$ cat src/rtl/ccu_pkg.sv
package ccu_pkg;
  localparam int BYTE_W = 8;

  localparam logic [7:0] IX_SEC  = 8'h00;
  localparam logic [7:0] IX_MIN  = 8'h02;
  localparam logic [7:0] IX_HR   = 8'h04;
  localparam logic [7:0] IX_WDAY = 8'h06;
  localparam logic [7:0] IX_MDAY = 8'h07;
  localparam logic [7:0] IX_MON  = 8'h08;
  localparam logic [7:0] IX_YR   = 8'h09;
  localparam logic [7:0] IX_STA  = 8'h0A;
  localparam logic [7:0] IX_STB  = 8'h0B;
  localparam logic [7:0] IX_STC  = 8'h0C;

  localparam logic [7:0] STA_FIXED = 8'h26;
  localparam logic [7:0] STB_FIXED = 8'h46;

  typedef struct packed {
    logic [BYTE_W-1:0] sec;
    logic [BYTE_W-1:0] min;
    logic [BYTE_W-1:0] hr;
    logic [BYTE_W-1:0] wday;
    logic [BYTE_W-1:0] mday;
    logic [BYTE_W-1:0] mon;
    logic [BYTE_W-1:0] yr;
  } ccu_time_t;

  function automatic logic [7:0] month_len(input logic [7:0] mon, input logic leap);
    case (mon)
      8'd2:                    month_len = leap ? 8'd29 : 8'd28;
      8'd4, 8'd6, 8'd9, 8'd11: month_len = 8'd30;
      default:                 month_len = 8'd31;
    endcase
  endfunction
endpackage

$ cat src/rtl/ccu_prescaler.sv
module ccu_prescaler #(
  parameter int PI_DIV     = 32,
  parameter int PI_PER_SEC = 1024,
  parameter int UIP_LEAD   = 8
) (
  input  logic clk,
  input  logic rst,
  input  logic tick,
  output logic pie_o,
  output logic sec_stb_o,
  output logic uip_o
);
  localparam int PW = (PI_PER_SEC > 1) ? $clog2(PI_PER_SEC) : 1;
  localparam logic [PW-1:0] PI_LAST = PW'(PI_PER_SEC - 1);
  localparam logic [PW-1:0] UIP_AT  = PW'(PI_PER_SEC - UIP_LEAD);

  logic          wrap;
  logic [PW-1:0] pi_q;

  generate
    if (PI_DIV == 1) begin : g_nodiv
      assign wrap = tick;
    end else begin : g_div
      localparam int DW = $clog2(PI_DIV);
      localparam logic [DW-1:0] DIV_LAST = DW'(PI_DIV - 1);
      logic [DW-1:0] div_q;
      always_ff @(posedge clk) begin
        if (rst)                           div_q <= '0;
        else if (tick && div_q == DIV_LAST) div_q <= '0;
        else if (tick)                     div_q <= div_q + 1'b1;
      end
      assign wrap = tick && (div_q == DIV_LAST);
    end
  endgenerate

  always_ff @(posedge clk) begin
    if (rst) begin
      pi_q      <= '0;
      pie_o     <= 1'b0;
      sec_stb_o <= 1'b0;
    end else begin
      pie_o     <= wrap;
      sec_stb_o <= wrap && (pi_q == PI_LAST);
      if (wrap) pi_q <= (pi_q == PI_LAST) ? '0 : pi_q + 1'b1;
    end
  end

  assign uip_o = (pi_q >= UIP_AT);
endmodule

$ cat src/rtl/ccu_timekeep.sv
module ccu_timekeep
  import ccu_pkg::*;
#(
  parameter int YEAR_BASE = 1952,
  parameter ccu_time_t INIT_T = '0
) (
  input  logic      clk,
  input  logic      rst,
  input  logic      adv,
  output ccu_time_t tm_o
);
  ccu_time_t   t_q;
  logic [15:0] full_yr;
  logic        leap;
  logic [7:0]  mlen;

  assign full_yr = 16'(YEAR_BASE) + {8'h00, t_q.yr};
  assign leap    = (full_yr[1:0] == 2'b00);
  assign mlen    = month_len(t_q.mon, leap);

  always_ff @(posedge clk) begin
    if (rst) begin
      t_q <= INIT_T;
    end else if (adv) begin
      if (t_q.sec != 8'd59) begin
        t_q.sec <= t_q.sec + 8'd1;
      end else begin
        t_q.sec <= 8'd0;
        if (t_q.min != 8'd59) begin
          t_q.min <= t_q.min + 8'd1;
        end else begin
          t_q.min <= 8'd0;
          if (t_q.hr != 8'd23) begin
            t_q.hr <= t_q.hr + 8'd1;
          end else begin
            t_q.hr   <= 8'd0;
            t_q.wday <= (t_q.wday == 8'd6) ? 8'd0 : t_q.wday + 8'd1;
            if (t_q.mday != mlen) begin
              t_q.mday <= t_q.mday + 8'd1;
            end else begin
              t_q.mday <= 8'd1;
              if (t_q.mon != 8'd12) begin
                t_q.mon <= t_q.mon + 8'd1;
              end else begin
                t_q.mon <= 8'd1;
                t_q.yr  <= t_q.yr + 8'd1;
              end
            end
          end
        end
      end
    end
  end

  assign tm_o = t_q;
endmodule

$ cat src/rtl/ccu_regread.sv
module ccu_regread
  import ccu_pkg::*;
(
  input  logic       clk,
  input  logic       rst,
  input  ccu_time_t  tm,
  input  logic       uip,
  input  logic       idx_wr,
  input  logic [7:0] idx_in,
  input  logic       data_rd,
  input  logic       data_wr,
  output logic [7:0] rd_data,
  output logic       err_o,
  output logic [7:0] idx_o
);
  logic [7:0] idx_q;
  logic [7:0] sel_val;
  logic       sel_ok;

  always_comb begin
    sel_ok  = 1'b1;
    sel_val = 8'h00;
    case (idx_q)
      IX_SEC:  sel_val = tm.sec;
      IX_MIN:  sel_val = tm.min;
      IX_HR:   sel_val = tm.hr;
      IX_WDAY: sel_val = tm.wday;
      IX_MDAY: sel_val = tm.mday;
      IX_MON:  sel_val = tm.mon;
      IX_YR:   sel_val = tm.yr;
      IX_STA:  sel_val = {uip, 7'b0} | STA_FIXED;
      IX_STB:  sel_val = STB_FIXED;
      IX_STC:  sel_val = 8'h00;
      default: sel_ok  = 1'b0;
    endcase
  end

  always_ff @(posedge clk) begin
    if (rst) begin
      idx_q   <= 8'h00;
      rd_data <= 8'h00;
      err_o   <= 1'b0;
    end else begin
      if (idx_wr) idx_q <= idx_in;
      if (data_rd && sel_ok) rd_data <= sel_val;
      err_o <= (data_rd && !sel_ok) || data_wr;
    end
  end

  assign idx_o = idx_q;
endmodule

$ cat src/rtl/clock_calendar_unit.sv
module clock_calendar_unit
  import ccu_pkg::*;
#(
  parameter int PI_DIV     = 32,
  parameter int PI_PER_SEC = 1024,
  parameter int UIP_LEAD   = 8,
  parameter int YEAR_BASE  = 1952,
  parameter int INIT_SEC   = 0,
  parameter int INIT_MIN   = 0,
  parameter int INIT_HR    = 0,
  parameter int INIT_WDAY  = 0,
  parameter int INIT_MDAY  = 1,
  parameter int INIT_MON   = 1,
  parameter int INIT_YR    = 54
) (
  input  logic       clk,
  input  logic       rst,
  input  logic       tick,
  input  logic       idx_wr,
  input  logic [7:0] idx_in,
  input  logic       data_rd,
  input  logic       data_wr,
  output logic [7:0] rd_data,
  output logic       err_o,
  output logic       pie_o
);
  localparam ccu_time_t INIT_T = '{
    sec: 8'(INIT_SEC), min: 8'(INIT_MIN), hr: 8'(INIT_HR), wday: 8'(INIT_WDAY),
    mday: 8'(INIT_MDAY), mon: 8'(INIT_MON), yr: 8'(INIT_YR)};

  logic      sec_stb;
  logic      uip;
  ccu_time_t tm_q;
  logic [7:0] idx_q;

  ccu_prescaler #(.PI_DIV(PI_DIV), .PI_PER_SEC(PI_PER_SEC), .UIP_LEAD(UIP_LEAD)) u_pre (
    .clk(clk), .rst(rst), .tick(tick),
    .pie_o(pie_o), .sec_stb_o(sec_stb), .uip_o(uip));

  ccu_timekeep #(.YEAR_BASE(YEAR_BASE), .INIT_T(INIT_T)) u_time (
    .clk(clk), .rst(rst), .adv(sec_stb), .tm_o(tm_q));

  ccu_regread u_rd (
    .clk(clk), .rst(rst), .tm(tm_q), .uip(uip),
    .idx_wr(idx_wr), .idx_in(idx_in), .data_rd(data_rd), .data_wr(data_wr),
    .rd_data(rd_data), .err_o(err_o), .idx_o(idx_q));
endmodule

$ cat config.mk
export PLATFORM = sky130hd
export DESIGN_NAME = clock_calendar_unit
export DESIGN_NICKNAME = d
export VERILOG_FILES = /design/src/rtl/ccu_pkg.sv /design/src/rtl/ccu_prescaler.sv /design/src/rtl/ccu_timekeep.sv /design/src/rtl/ccu_regread.sv /design/src/rtl/clock_calendar_unit.sv
export SDC_FILE = /design/constraint.sdc
export NUM_CORES = 1
export LEC_CHECK = 0
export BUFFER_PORTS_ARGS = -buffer_cell sky130_fd_sc_hd__clkbuf_2
export CORE_ASPECT_RATIO = 1.2
export CORE_MARGIN = 2
export CORE_UTILIZATION = 45
export CTS_CLUSTER_DIAMETER = 150
export DETAILED_ROUTE_END_ITERATION = 16
export GPL_TIMING_DRIVEN = 0
export HOLD_SLACK_MARGIN = 0.02
export PLACE_DENSITY = 0.71
export REMOVE_ABC_BUFFERS = 1
export SETUP_SLACK_MARGIN = 0.02
export SYNTH_ARGS = -nofsm -noshare
export SYNTH_HDL_FRONTEND = slang
export SYNTH_SLANG_ARGS = --single-unit
export TNS_END_PERCENT = 30
$ cat constraint.sdc
create_clock -name clk -period 3.1 [get_ports clk]
set_input_delay 0.31 -clock clk [delete_from_list [all_inputs] [get_ports clk]]
set_output_delay 0.31 -clock clk [all_outputs]
set_load 0.005 [all_outputs]
==> results.txt, run 1 <==
----------------------------------------------------
[Run status]
  Status ... finished clean

[Global route]
  Global Route Usage Sum ... 20.0%
  Number of antenna violations at the first check in global routing ... 0
  Via count of the first global-routing pass ... 3776
  First-pass GRT wire length ... 17300 µm
  Total congestion overflow after global routing ... 0
  Largest net degree at the start of global routing ... 52

[Floorplanning]
  Die outline width ... 96.5 µm
  Top-Level Pins ... 24
  Cell Rows ... 40
  Starting density of the core ... 46.2%
  Area enclosed by the die boundary ... 11100 µm²
  Die Span Y ... 115 µm
  Area of the core region ... 10000 µm²

[Timing]
  Crit share post-route ... 93.6%
  Total negative setup slack ... 0 ns
  Unrepaired setup endpoints after global routing ... false
  Number of pins exceeding their max-slew limit in the final report ... 0
  Count of final hold-check violations ... 0
  Post-Route Skew ... 0.00425 ns
  Worst max-slew margin expressed relative to the limit ... 29.2%
  Number of setup violations in the final report ... 0
  Period minus WS final ... 2.90 ns
  Hold slack final ... 0.182 ns
  Slew at the pin with the worst max-slew slack ... 1.06 ns
  Achievable clock frequency ... 0.345 GHz

[Route]
  Number of search-and-repair iterations in the first detailed-routing pass ... 5
  Vias per cell ... 5.78
  Final routed wire length divided by cell count ... 15.1 µm
  Antenna-violating nets left ... 0
  Total DRC errors in the routed layout ... 0
  Wirelength, routed ... 10400 µm
  First DRT Iteration DRCs ... 216
  Vias ... 3983

[Clock tree]
  CTS H-Tree Depth ... 3
  Bufs on Longest Clock Path ... 2
  Clock latency reported for the late side of the worst-skew pair ... 0.34 ns
  Clock transition at the registers of the reported paths ... 0.06 ns
  Clock tree from TritonCTS ... built
  Number of setup buffers added after CTS ... 0
  Num CTS Buffers ... 9
  Cell at the root of the clock tree ... sky130_fd_sc_hd__clkbuf_16
  Sinks on Clock Net ... 90
  Post-cts hold buffer count ... 0
  Cts repair resizes ... 0

[Placed design]
  Placer's final routability congestion estimate ... 0.818
  # port buffers ... 23
  Post-placement cell count ... 675
  HPWL after DPL ... 7420 µm

[Power]
  Power per standard cell area ... 473 nW/µm²
  Worst-case vdd ir drop ... 229 µV
  Total power after layout ... 2420 µW
  LEAKAGE ... 0.00195 µW

[Synth]
  Gate count of the mapped netlist ... 551
  Synth cell count leaders ... 90 x sky130_fd_sc_hd__dfxtp_1, 74 x sky130_fd_sc_hd__nor2_1, 51 x sky130_fd_sc_hd__nand2_1, 30 x sky130_fd_sc_hd__a21oi_1, 26 x sky130_fd_sc_hd__xor2_1
  Cell area after synthesis ... 4620 µm²
  Number of enable-type register cells in the synthesized netlist ... 0
  Dominant cell type by area after synthesis ... sky130_fd_sc_hd__dfxtp_1
  Sequential share of the synthesized area ... 39.0%
  Synthesized flop and latch total ... 90
  Top flip-flop cell by instance count after synthesis ... sky130_fd_sc_hd__dfxtp_1
  Distinct cell type count of the synthesized netlist ... 62
  Most used standard cell by instance count after synthesis ... sky130_fd_sc_hd__dfxtp_1
  Fraction of synthesized cell area taken by the top area cell type ... 39.0%
  Average instance area after synthesis ... 8.39 µm²
  Warnings, synthesis ... 0
  Leading post-synthesis cells by cell area ... sky130_fd_sc_hd__dfxtp_1 39%, sky130_fd_sc_hd__nor2_1 6.0%, sky130_fd_sc_hd__xor2_1 4.9%
  Async S/R FF share, synth ... 0%

[Setup path]
  Peak fanout along the critical path ... 16
  CP delay by family, top ... simple AND/OR/NAND/NOR gates
  Crit end category ... flop
  Combined buffer and inverter count along the critical path ... 1
  Data arrival time of the worst path ... 3.12 ns
  Crit path top cell by count ... sky130_fd_sc_hd__or3_1
  Category of the critical setup timing path ... flop to flop
  Critical path's slowest cell ... sky130_fd_sc_hd__or3b_2
  Endpoint required time on the critical path ... 3.32 ns
  Largest stage delay on the critical path ... 0.46 ns
  Crit path cell chain ... inv_1 -> ha_1 -> or3b_2 -> or3_1 -> a21oi_2 -> nand4b_4 -> o31a_1 -> or3_1
  Sort of element at the start of the critical path ... flop

[Final layout]
  Net total in the final layout ... 590
  Antenna cell count ... 0
  Post-route insts no fill ... 689
  Synthesis-to-finish area growth ... 10.9%
  Layout cell share with drive strength beyond 1 ... 8.88%

[Run]
  Max capacitance violation total ... 0

[Hold path]
  Type of the tightest min-delay check ... input pin to flop

----------------------------------------------------
[sequential cells by signal, summed over array words and instances, names as in the netlist]
register,flops
u_pre.g_div.div_q,5
u_time.tm_o,56
u_rd.err_o,1
u_pre.pie_o,1
u_pre.sec_stb_o,1
u_rd.rd_data,8
u_rd.idx_o,8
u_pre.pi_q,10
[metrics by stage]
stage | setup slack [ns] | instance area, µm² | util, %
2_1_floorplan | 0.431 | 4520 | -
3_3_place_gp | 0.0522 | 4790 | 47.9
3_5_place_dp | 0.0562 | 4810 | 48.0
4_1_cts | 0.0420 | 5120 | 51.1
5_1_grt | 0.0525 | 5120 | 51.2
6_report | 0.200 | 5120 | 51.2
[routing by layer]
metal	up-vias	wire length [µm]	GRT usage [%]
met2	94	5090	34.4
met5	-	0	0
met4	0	320	10.1
met1	1875	4580	24.0
met3	19	382	2.95
li1	1995	-	-
[cells by family after synthesis]
family / count (synthesis) / synth area share, %
compound gates: 99 / 13.6
xor+xnor: 39 / 7.39
fa+ha+maj: 16 / 4.33
buf+inv: 40 / 3.28
flops: 90 / 39.0
mux: 22 / 4.79
simple gates: 245 / 27.6
[final timing paths]
path | from | endpoint | slack (ns) | depth (start not counted)
max reg2reg | u_time.tm_o[8]$_SDFFE_PP1P_ | u_time.tm_o[5]$_SDFFE_PP1P_ | 0.20 | 8
max | u_time.tm_o[8]$_SDFFE_PP1P_ | u_time.tm_o[5]$_SDFFE_PP1P_ | 0.20 | 8
min reg2reg | u_rd.rd_data[5]$_SDFFE_PP0P_ | u_rd.rd_data[5]$_SDFFE_PP0P_ | 0.46 | 2
min | data_wr | u_rd.err_o$_SDFF_PP0_ | 0.18 | 3
[layout by cell type (no fill, tap or decap), types with 3 or more instances in the layout]
cell type | Yosys | routed
sky130_fd_sc_hd__nand2_1 | 51 | 51
sky130_fd_sc_hd__nor4_1 | 4 | 3
sky130_fd_sc_hd__clkbuf_2 | 0 | 23
sky130_fd_sc_hd__a22oi_1 | 9 | 9
sky130_fd_sc_hd__nand2b_1 | 6 | 6
sky130_fd_sc_hd__dfxtp_1 | 90 | 90
sky130_fd_sc_hd__and2_1 | 3 | 3
sky130_fd_sc_hd__mux2i_1 | 21 | 21
sky130_fd_sc_hd__nand3_1 | 13 | 13
sky130_fd_sc_hd__a21oi_1 | 30 | 30
sky130_fd_sc_hd__nand4_1 | 25 | 25
sky130_fd_sc_hd__nor3_1 | 9 | 9
sky130_fd_sc_hd__a32oi_1 | 3 | 3
sky130_fd_sc_hd__o21ai_0 | 23 | 23
sky130_fd_sc_hd__or4_1 | 7 | 7
sky130_fd_sc_hd__and3_1 | 14 | 14
sky130_fd_sc_hd__nor2_1 | 74 | 74
sky130_fd_sc_hd__or3_1 | 12 | 12
sky130_fd_sc_hd__inv_1 | 14 | 14
sky130_fd_sc_hd__nor2b_1 | 3 | 3
sky130_fd_sc_hd__xor2_1 | 26 | 26
sky130_fd_sc_hd__clkbuf_16 | 0 | 9
sky130_fd_sc_hd__xnor2_1 | 13 | 13
sky130_fd_sc_hd__ha_1 | 16 | 16
sky130_fd_sc_hd__a31oi_1 | 4 | 4
sky130_fd_sc_hd__o22ai_1 | 4 | 4
sky130_fd_sc_hd__a221oi_1 | 3 | 3
sky130_fd_sc_hd__nor4b_1 | 4 | 4
sky130_fd_sc_hd__o31ai_1 | 4 | 4
[worst reg2reg max path, stage by stage (launching register included)]
cell	delay (ns)
sky130_fd_sc_hd__dfxtp_1	0.37
sky130_fd_sc_hd__inv_1	0.17
sky130_fd_sc_hd__ha_1	0.21
sky130_fd_sc_hd__or3b_2	0.46
sky130_fd_sc_hd__or3_1	0.33
sky130_fd_sc_hd__a21oi_2	0.28
sky130_fd_sc_hd__nand4b_4	0.28
sky130_fd_sc_hd__o31a_1	0.37
sky130_fd_sc_hd__or3_1	0.32
[area by class of cell]
cell class | instances | area [µm²]
Sequential cell | 90 | 1800
Inverter | 14 | 52.6
Fill cell | 928 | 4880
Tap cell | 126 | 158
Clock inverter | 3 | 65.1
Timing Repair Buffer | 24 | 123
Multi-Input combinational cell | 421 | 2680
Clock buffer | 11 | 243
[report_power, final]
part	switching [µW]	internal (µW)
Combinational	54.9	36.0
Clock	428	718
Sequential	21.2	1170
Total	504	1920
Power figures use the tool's default switching activity.
==> run 2: changes to the inputs <==
--- a/config.mk
+++ b/config.mk
@@ -13,7 +13,7 @@
 export DETAILED_ROUTE_END_ITERATION = 16
 export GPL_TIMING_DRIVEN = 0
 export HOLD_SLACK_MARGIN = 0.02
-export PLACE_DENSITY = 0.71
+export PLACE_DENSITY = 0.73
 export REMOVE_ABC_BUFFERS = 1
 export SETUP_SLACK_MARGIN = 0.02
 export SYNTH_ARGS = -nofsm -noshare
==> constraint.sdc (replaced) <==
create_clock -name clk -period 2.39 [get_ports clk]
set_input_delay 0.239 -clock clk [delete_from_list [all_inputs] [get_ports clk]]
set_output_delay 0.239 -clock clk [all_outputs]
set_load 0.005 [all_outputs]
==> run 2 against run 1 <==
Effect of this change: the flow now finishes with violations (setup timing); clock skew up 0.0026 ns; maximum frequency increased by 16%; via count rose by 1.7%; sequential share of layout area decreased by 2.0 points; flip-flop and latch count is the same; clock power increased by 21%; die area unchanged; final area increased by 7.2%; power up 26%; clock-buffer cell count decreased by 2; cell count rose by 3.8%; highest routed layer unchanged.
==> results.txt, run 2 (synthesis results as in run 1) <==
----------------------------------------------------
[Timing]
  Final critical-path setup slack ... -0.101 ns
  Worst max-slew margin expressed relative to the limit ... 25.9%
  Achievable clock frequency ... 0.401 GHz
  Slew at the pin with the worst max-slew slack ... 1.11 ns
  Count of final hold-check violations ... 0
  Unrepaired setup endpoints after global routing ... true
  Post-Route Skew ... 0.00687 ns
  Crit share post-route ... 104%
  Number of pins exceeding their max-slew limit in the final report ... 0
  Total negative setup slack ... -0.318 ns
  Period minus WS final ... 2.49 ns
  Number of setup violations in the final report ... 8

[Setup path]
  Largest stage delay on the critical path ... 0.55 ns
  Cells on worst reg2reg path ... 7
  Critical path's slowest cell ... sky130_fd_sc_hd__or4_4
  Peak fanout along the critical path ... 6
  Endpoint required time on the critical path ... 2.61 ns
  Crit end category ... flop
  Category of the critical setup timing path ... flop to flop
  Worst R2R End ... u_time.tm_o[5]$_SDFFE_PP1P_
  Data arrival time of the worst path ... 2.71 ns
  Startpoint of the lowest-slack register-to-register path ... u_time.tm_o[12]$_SDFFE_PP0P_
  Crit path cell chain ... or4_4 -> or3_4 -> a21oi_4 -> buf_6 -> nand4b_4 -> o31a_1 -> or3_1
  Sort of element at the start of the critical path ... flop
  Reg-to-reg slack, setup ... -0.10 ns

[Placed design]
  Placer's final routability congestion estimate ... 0.807
  Total placed instance area ... 4810 µm²
  # port buffers ... 23
  HPWL after DPL ... 7190 µm

[Run status]
  Violations in the final reports ... setup timing
  Status ... finished, violations left

[Clock tree]
  Bufs on Longest Clock Path ... 2
  Post-cts hold buffer count ... 0
  CTS H-Tree Depth ... 3
  Cell at the root of the clock tree ... sky130_fd_sc_hd__clkbuf_16
  Num CTS Buffers ... 9
  Sinks on Clock Net ... 90
  Clock tree from TritonCTS ... built
  Clock latency reported for the late side of the worst-skew pair ... 0.34 ns
  Clock transition at the registers of the reported paths ... 0.06 ns

[Global route]
  First-pass GRT wire length ... 17900 µm
  Largest net degree at the start of global routing ... 52
  Global Route Usage Sum ... 20.6%
  Number of antenna violations at the first check in global routing ... 0
  Total congestion overflow after global routing ... 0
  Via count of the first global-routing pass ... 3813

[Final layout]
  Synthesis-to-finish area growth ... 18.8%
  Area taken by flip-flops and latches ... 1820 µm²
  Layout cell share with drive strength beyond 1 ... 17.3%
  Utilization of the core after routing ... 54.9%
  Net total in the final layout ... 614
  Leading cell types in the layout, fill and taps excluded ... 80 x sky130_fd_sc_hd__dfxtp_1, 73 x sky130_fd_sc_hd__nor2_1, 51 x sky130_fd_sc_hd__nand2_1, 28 x sky130_fd_sc_hd__a21oi_1, 26 x sky130_fd_sc_hd__xor2_1
  Area of all placed cells without fillers ... 5490 µm²
  Footprint of the multi-input gates ... 2840 µm²
  Flip-flop count of the largest register after layout ... 56
  Antenna cell count ... 0
  Most common library cell in the layout ignoring fill and taps ... sky130_fd_sc_hd__dfxtp_1
  Layout fillers ... 890

[Floorplanning]
  Die Span Y ... 115 µm
  Area of the core region ... 10000 µm²
  Starting density of the core ... 46.2%
  Die outline width ... 96.5 µm
  Top-Level Pins ... 24
  Area enclosed by the die boundary ... 11100 µm²
  Cell Rows ... 40

[Power]
  Worst-case vdd ir drop ... 394 µV
  LEAKAGE ... 0.00212 µW
  Power per standard cell area ... 555 nW/µm²

[Route]
  Vias per cell ... 5.67
  Antenna-violating nets left ... 0
  First DRT Iteration DRCs ... 320
  Final routed wire length divided by cell count ... 15.2 µm
  Number of search-and-repair iterations in the first detailed-routing pass ... 5
  Total DRC errors in the routed layout ... 0
  Vias ... 4052
  Wirelength, routed ... 10900 µm

[Hold path]
  Hold Path End ... u_rd.err_o$_SDFF_PP0_
  Origin of the worst min-delay path ... data_wr
  Type of the tightest min-delay check ... input pin to flop
  Number of instances on the worst hold path ... 3

[Run]
  Max capacitance violation total ... 0

----------------------------------------------------
## run 2: worst max path at each step
stage	start	endpoint	slack [ns]
detailed placement	u_time.tm_o[8]$_SDFFE_PP1P_	u_time.tm_o[5]$_SDFFE_PP1P_	-0.64
finish	u_time.tm_o[12]$_SDFFE_PP0P_	u_time.tm_o[5]$_SDFFE_PP1P_	-0.10
global route	u_time.tm_o[12]$_SDFFE_PP0P_	u_time.tm_o[7]$_SDFFE_PP0P_	-0.15
global placement	u_rd.idx_o[7]$_SDFFE_PP0P_	u_rd.rd_data[1]$_SDFFE_PP0P_	-0.63
CTS	u_time.tm_o[12]$_SDFFE_PP0P_	u_time.tm_o[13]$_SDFFE_PP0P_	-0.05
floorplan	u_time.tm_o[8]$_SDFFE_PP1P_	u_time.tm_o[4]$_SDFFE_PP1P_	-0.28
## run 2: critical path: cells and delay by family (launching register included)
kind / cells / cell delay (ns)
AND/OR/NAND/NOR: 4 / 1.42
AO/OA/AOI/OAI: 2 / 0.45
flip-flops: 1 / 0.34
buffers and inverters: 1 / 0.14
## run 2: area by class of cell
cell class	count	share of cell area, %
clock buffer	9	4.10
tap	126	2.87
timing repair buffer	46	5.83
clock inverter	7	1.25
sequential	90	33.2
inverter	14	1.00
multi-input combinational	423	51.8
## run 2: metal layers
metal  up-vias  global-route usage (%)  part of all wire, %
met2       112                    33.9                   48
met5         -                       0                    0
met4         0                    9.86                  2.5
li1       2052                       -                    -
met3        22                    3.80                  4.8
met1      1866                    25.9                   44
## run 2: where the power goes
part / switching [µW] / leakage (µW) / total, µW / internal [µW]
combinational: 71.9 / 0.00125 / 119 / 46.7
sequential: 28.1 / 0.000731 / 1540 / 1510
clock: 583 / 0.000142 / 1390 / 807
## run 2: timing repair
item,in CTS,in global routing
pin swaps,17,3
setup buffers,16,6
gates cloned,2,0
endpoints found under the hold margin,0,0
setup endpoints to repair,30,36
gates resized for setup,29,16
## run 2: metrics by stage
step           setup slack [ns]  power [µW]  hold slack [ns]  std cells
2_1_floorplan            -0.279        1630            0.308        525
3_3_place_gp             -0.632        1680            0.436        674
3_5_place_dp             -0.635        1690            0.438        675
4_1_cts                 -0.0524        3070            0.105        709
5_1_grt                  -0.154        3160            0.103        715
6_report                 -0.101        3050            0.106        715
==> run 3: changes to the inputs <==
--- a/config.mk
+++ b/config.mk
@@ -6,11 +6,11 @@
 export NUM_CORES = 1
 export LEC_CHECK = 0
 export BUFFER_PORTS_ARGS = -buffer_cell sky130_fd_sc_hd__clkbuf_2
-export CORE_ASPECT_RATIO = 1.2
 export CORE_MARGIN = 2
 export CORE_UTILIZATION = 45
 export CTS_CLUSTER_DIAMETER = 150
 export DETAILED_ROUTE_END_ITERATION = 16
+export GPL_ROUTABILITY_DRIVEN = 0
 export GPL_TIMING_DRIVEN = 0
 export HOLD_SLACK_MARGIN = 0.02
 export PLACE_DENSITY = 0.73
==> run 3 against run 2 <==
Effect of this change: critical path depth is the same; the flow still finishes with violations (setup timing); via count grew 1.7%; die area is essentially flat; flip-flop and latch count is the same; critical endpoint is now u_time.tm_o[13]$_SDFFE_PP0P_; critical path type unchanged; first-iteration DRC count shrank 13%.
==> results.txt, run 3 (synthesis results as in run 1) <==
----------------------------------------------------
[Run status]
  Status ... finished, violations left
  Violations in the final reports ... setup timing

[Power]
  Internal Pwr Total ... 2190 µW
  Clock network power share ... 41.1%
  Total power after layout ... 2810 µW
  Fraction of power spent switching nets ... 22.0%
  Power share of the combinational group ... 4.3%
  Power per standard cell area ... 522 nW/µm²
  Net load switching power ... 618 µW
  LEAKAGE ... 0.00206 µW
  Worst-case vdd ir drop ... 328 µV
  Portion of total power attributed to sequential cells ... 54.6%

[Timing]
  Post-Route Skew ... 0.0110 ns
  Number of pins exceeding their max-slew limit in the final report ... 0
  Unrepaired setup endpoints after global routing ... true
  Final critical-path setup slack ... -0.120 ns
  Number of setup violations in the final report ... 9
  Achievable clock frequency ... 0.398 GHz
  Crit share post-route ... 105%
  Count of final hold-check violations ... 0
  Period minus WS final ... 2.51 ns
  Hold slack final ... 0.105 ns
  Worst max-slew margin expressed relative to the limit ... 28.3%
  Slew at the pin with the worst max-slew slack ... 1.08 ns

[Run]
  Max capacitance violation total ... 0

[Clock tree]
  Clock latency reported for the late side of the worst-skew pair ... 0.36 ns
  Post-cts hold buffer count ... 0
  Bufs on Longest Clock Path ... 2
  Clock transition at the registers of the reported paths ... 0.09 ns
  CTS H-Tree Depth ... 3
  Cell at the root of the clock tree ... sky130_fd_sc_hd__clkbuf_8
  Num CTS Buffers ... 9
  Clock tree from TritonCTS ... built
  Sinks on Clock Net ... 90

[Floorplanning]
  Area of the core region ... 9860 µm²
  Area enclosed by the die boundary ... 11100 µm²
  Starting density of the core ... 46.8%
  Die outline width ... 105 µm
  Die Span Y ... 105 µm
  Top-Level Pins ... 24
  Cell Rows ... 36

[Global route]
  Number of antenna violations at the first check in global routing ... 0
  Largest net degree at the start of global routing ... 52
  Via count of the first global-routing pass ... 3792
  Total congestion overflow after global routing ... 0
  First-pass GRT wire length ... 17800 µm
  Global Route Usage Sum ... 19.4%

[Final layout]
  Net total in the final layout ... 612
  Utilization of the core after routing ... 54.6%
  Most common library cell in the layout ignoring fill and taps ... sky130_fd_sc_hd__dfxtp_1
  Flip-flop count of the largest register after layout ... 56
  Synthesis-to-finish area growth ... 16.5%
  Leading cell types in the layout, fill and taps excluded ... 82 x sky130_fd_sc_hd__dfxtp_1, 73 x sky130_fd_sc_hd__nor2_1, 51 x sky130_fd_sc_hd__nand2_1, 28 x sky130_fd_sc_hd__a21oi_1, 26 x sky130_fd_sc_hd__xor2_1
  Layout cell share with drive strength beyond 1 ... 16.4%
  Antenna cell count ... 0

[Setup path]
  Data arrival time of the worst path ... 2.78 ns
  Crit path cell chain ... or4_4 -> or3_4 -> a21oi_4 -> buf_6 -> nand4_4 -> or4b_4 -> a21oi_2
  Critical Path Start ... u_time.tm_o[13]$_SDFFE_PP0P_
  Reg-to-reg slack, setup ... -0.12 ns
  Sort of element at the start of the critical path ... flop
  Crit end category ... flop
  Startpoint of the lowest-slack register-to-register path ... u_time.tm_o[13]$_SDFFE_PP0P_
  Worst setup path endpoint ... u_time.tm_o[13]$_SDFFE_PP0P_
  Largest stage delay on the critical path ... 0.56 ns
  Endpoint required time on the critical path ... 2.66 ns
  Category of the critical setup timing path ... flop to flop
  Worst R2R End ... u_time.tm_o[13]$_SDFFE_PP0P_
  Peak fanout along the critical path ... 8
  Cells on worst reg2reg path ... 7
  Critical path's slowest cell ... sky130_fd_sc_hd__or4_4

[Placed design]
  Worst setup slack after placement ... -0.588 ns
  # port buffers ... 23
  HPWL after DPL ... 7100 µm

[Route]
  Antenna-violating nets left ... 0
  Number of search-and-repair iterations in the first detailed-routing pass ... 5
  Total DRC errors in the routed layout ... 0
  Vias ... 4119
  Wirelength, routed ... 10700 µm
  First DRT Iteration DRCs ... 279
  Vias per cell ... 5.73
  Final routed wire length divided by cell count ... 14.8 µm

[Hold path]
  Type of the tightest min-delay check ... input pin to flop
  Number of instances on the worst hold path ... 3

----------------------------------------------------
-- run 3: cell count changes in the layout (fill, tap and decap cells not counted), moves of 3 or more --
cell and change:
sky130_fd_sc_hd__clkbuf_16 -9, sky130_fd_sc_hd__clkbuf_8 +11, sky130_fd_sc_hd__dfxtp_2 -3, sky130_fd_sc_hd__clkinv_2 -3
-- run 3: repair_timing --
item | CTS | global route
gates cloned | 1 | 0
resized for setup | 27 | 16
setup endpoints to repair | 30 | 37
setup buffers | 18 | 4
pin swaps | 20 | 9
-- run 3: layer usage --
metal	up-vias	global-route usage (%)	share of wire, %
li1	2036	-	-
met1	1932	26.5	47
met2	127	30.9	45
met3	24	3.71	5.5
met4	0	6.10	2.1
met5	-	0	0
-- run 3: worst min-delay path by stage --
stage | startpoint | endpoint | slack, ns
2_1_floorplan | rst | u_pre.pi_q[0]$_SDFFE_PP0P_ | 0.31
3_3_place_gp | u_rd.rd_data[1]$_SDFFE_PP0P_ | u_rd.rd_data[1]$_SDFFE_PP0P_ | 0.44
3_5_place_dp | u_rd.rd_data[1]$_SDFFE_PP0P_ | u_rd.rd_data[1]$_SDFFE_PP0P_ | 0.44
4_1_cts | data_wr | u_rd.err_o$_SDFF_PP0_ | 0.11
5_1_grt | data_wr | u_rd.err_o$_SDFF_PP0_ | 0.12
6_report | data_wr | u_rd.err_o$_SDFF_PP0_ | 0.11
-- run 3: metrics by stage --
stage	instances	setup TNS (ns)	area (µm²)
2_1_floorplan	525	-1.69	4520
3_3_place_gp	681	-9.47	4800
3_5_place_dp	682	-6.86	4820
4_1_cts	716	-0.806	5320
5_1_grt	719	-1.82	5390
6_report	719	-0.505	5390
-- run 3: critical path, delay by kind of cell (launching register included) --
family                 cells  cell delay [ns]
AND/OR/NAND/NOR            4             1.63
buffers and inverters      1             0.14
AO/OA/AOI/OAI              2             0.31
flip-flops                 1             0.34
-- run 3: final cells by class --
class | count | area, µm²
clock buffer | 11 | 151
sequential | 90 | 1820
multi-input combinational | 422 | 2810
timing repair buffer | 45 | 308
tap | 133 | 166
fill | 878 | 4480
clock inverter | 4 | 75.1
inverter | 14 | 55.1
-- run 3: power by group through the flow --
| stage | Combinational [µW] | Sequential, µW | Clock, µW |
|---|---|---|---|
| floorplan | 68.4 | 1560 | 0 |
| global placement | 111 | 1570 | 0 |
| detailed placement | 118 | 1570 | 0 |
| CTS | 118 | 1530 | 1170 |
| global route | 135 | 1540 | 1230 |
| finish | 120 | 1530 | 1160 |
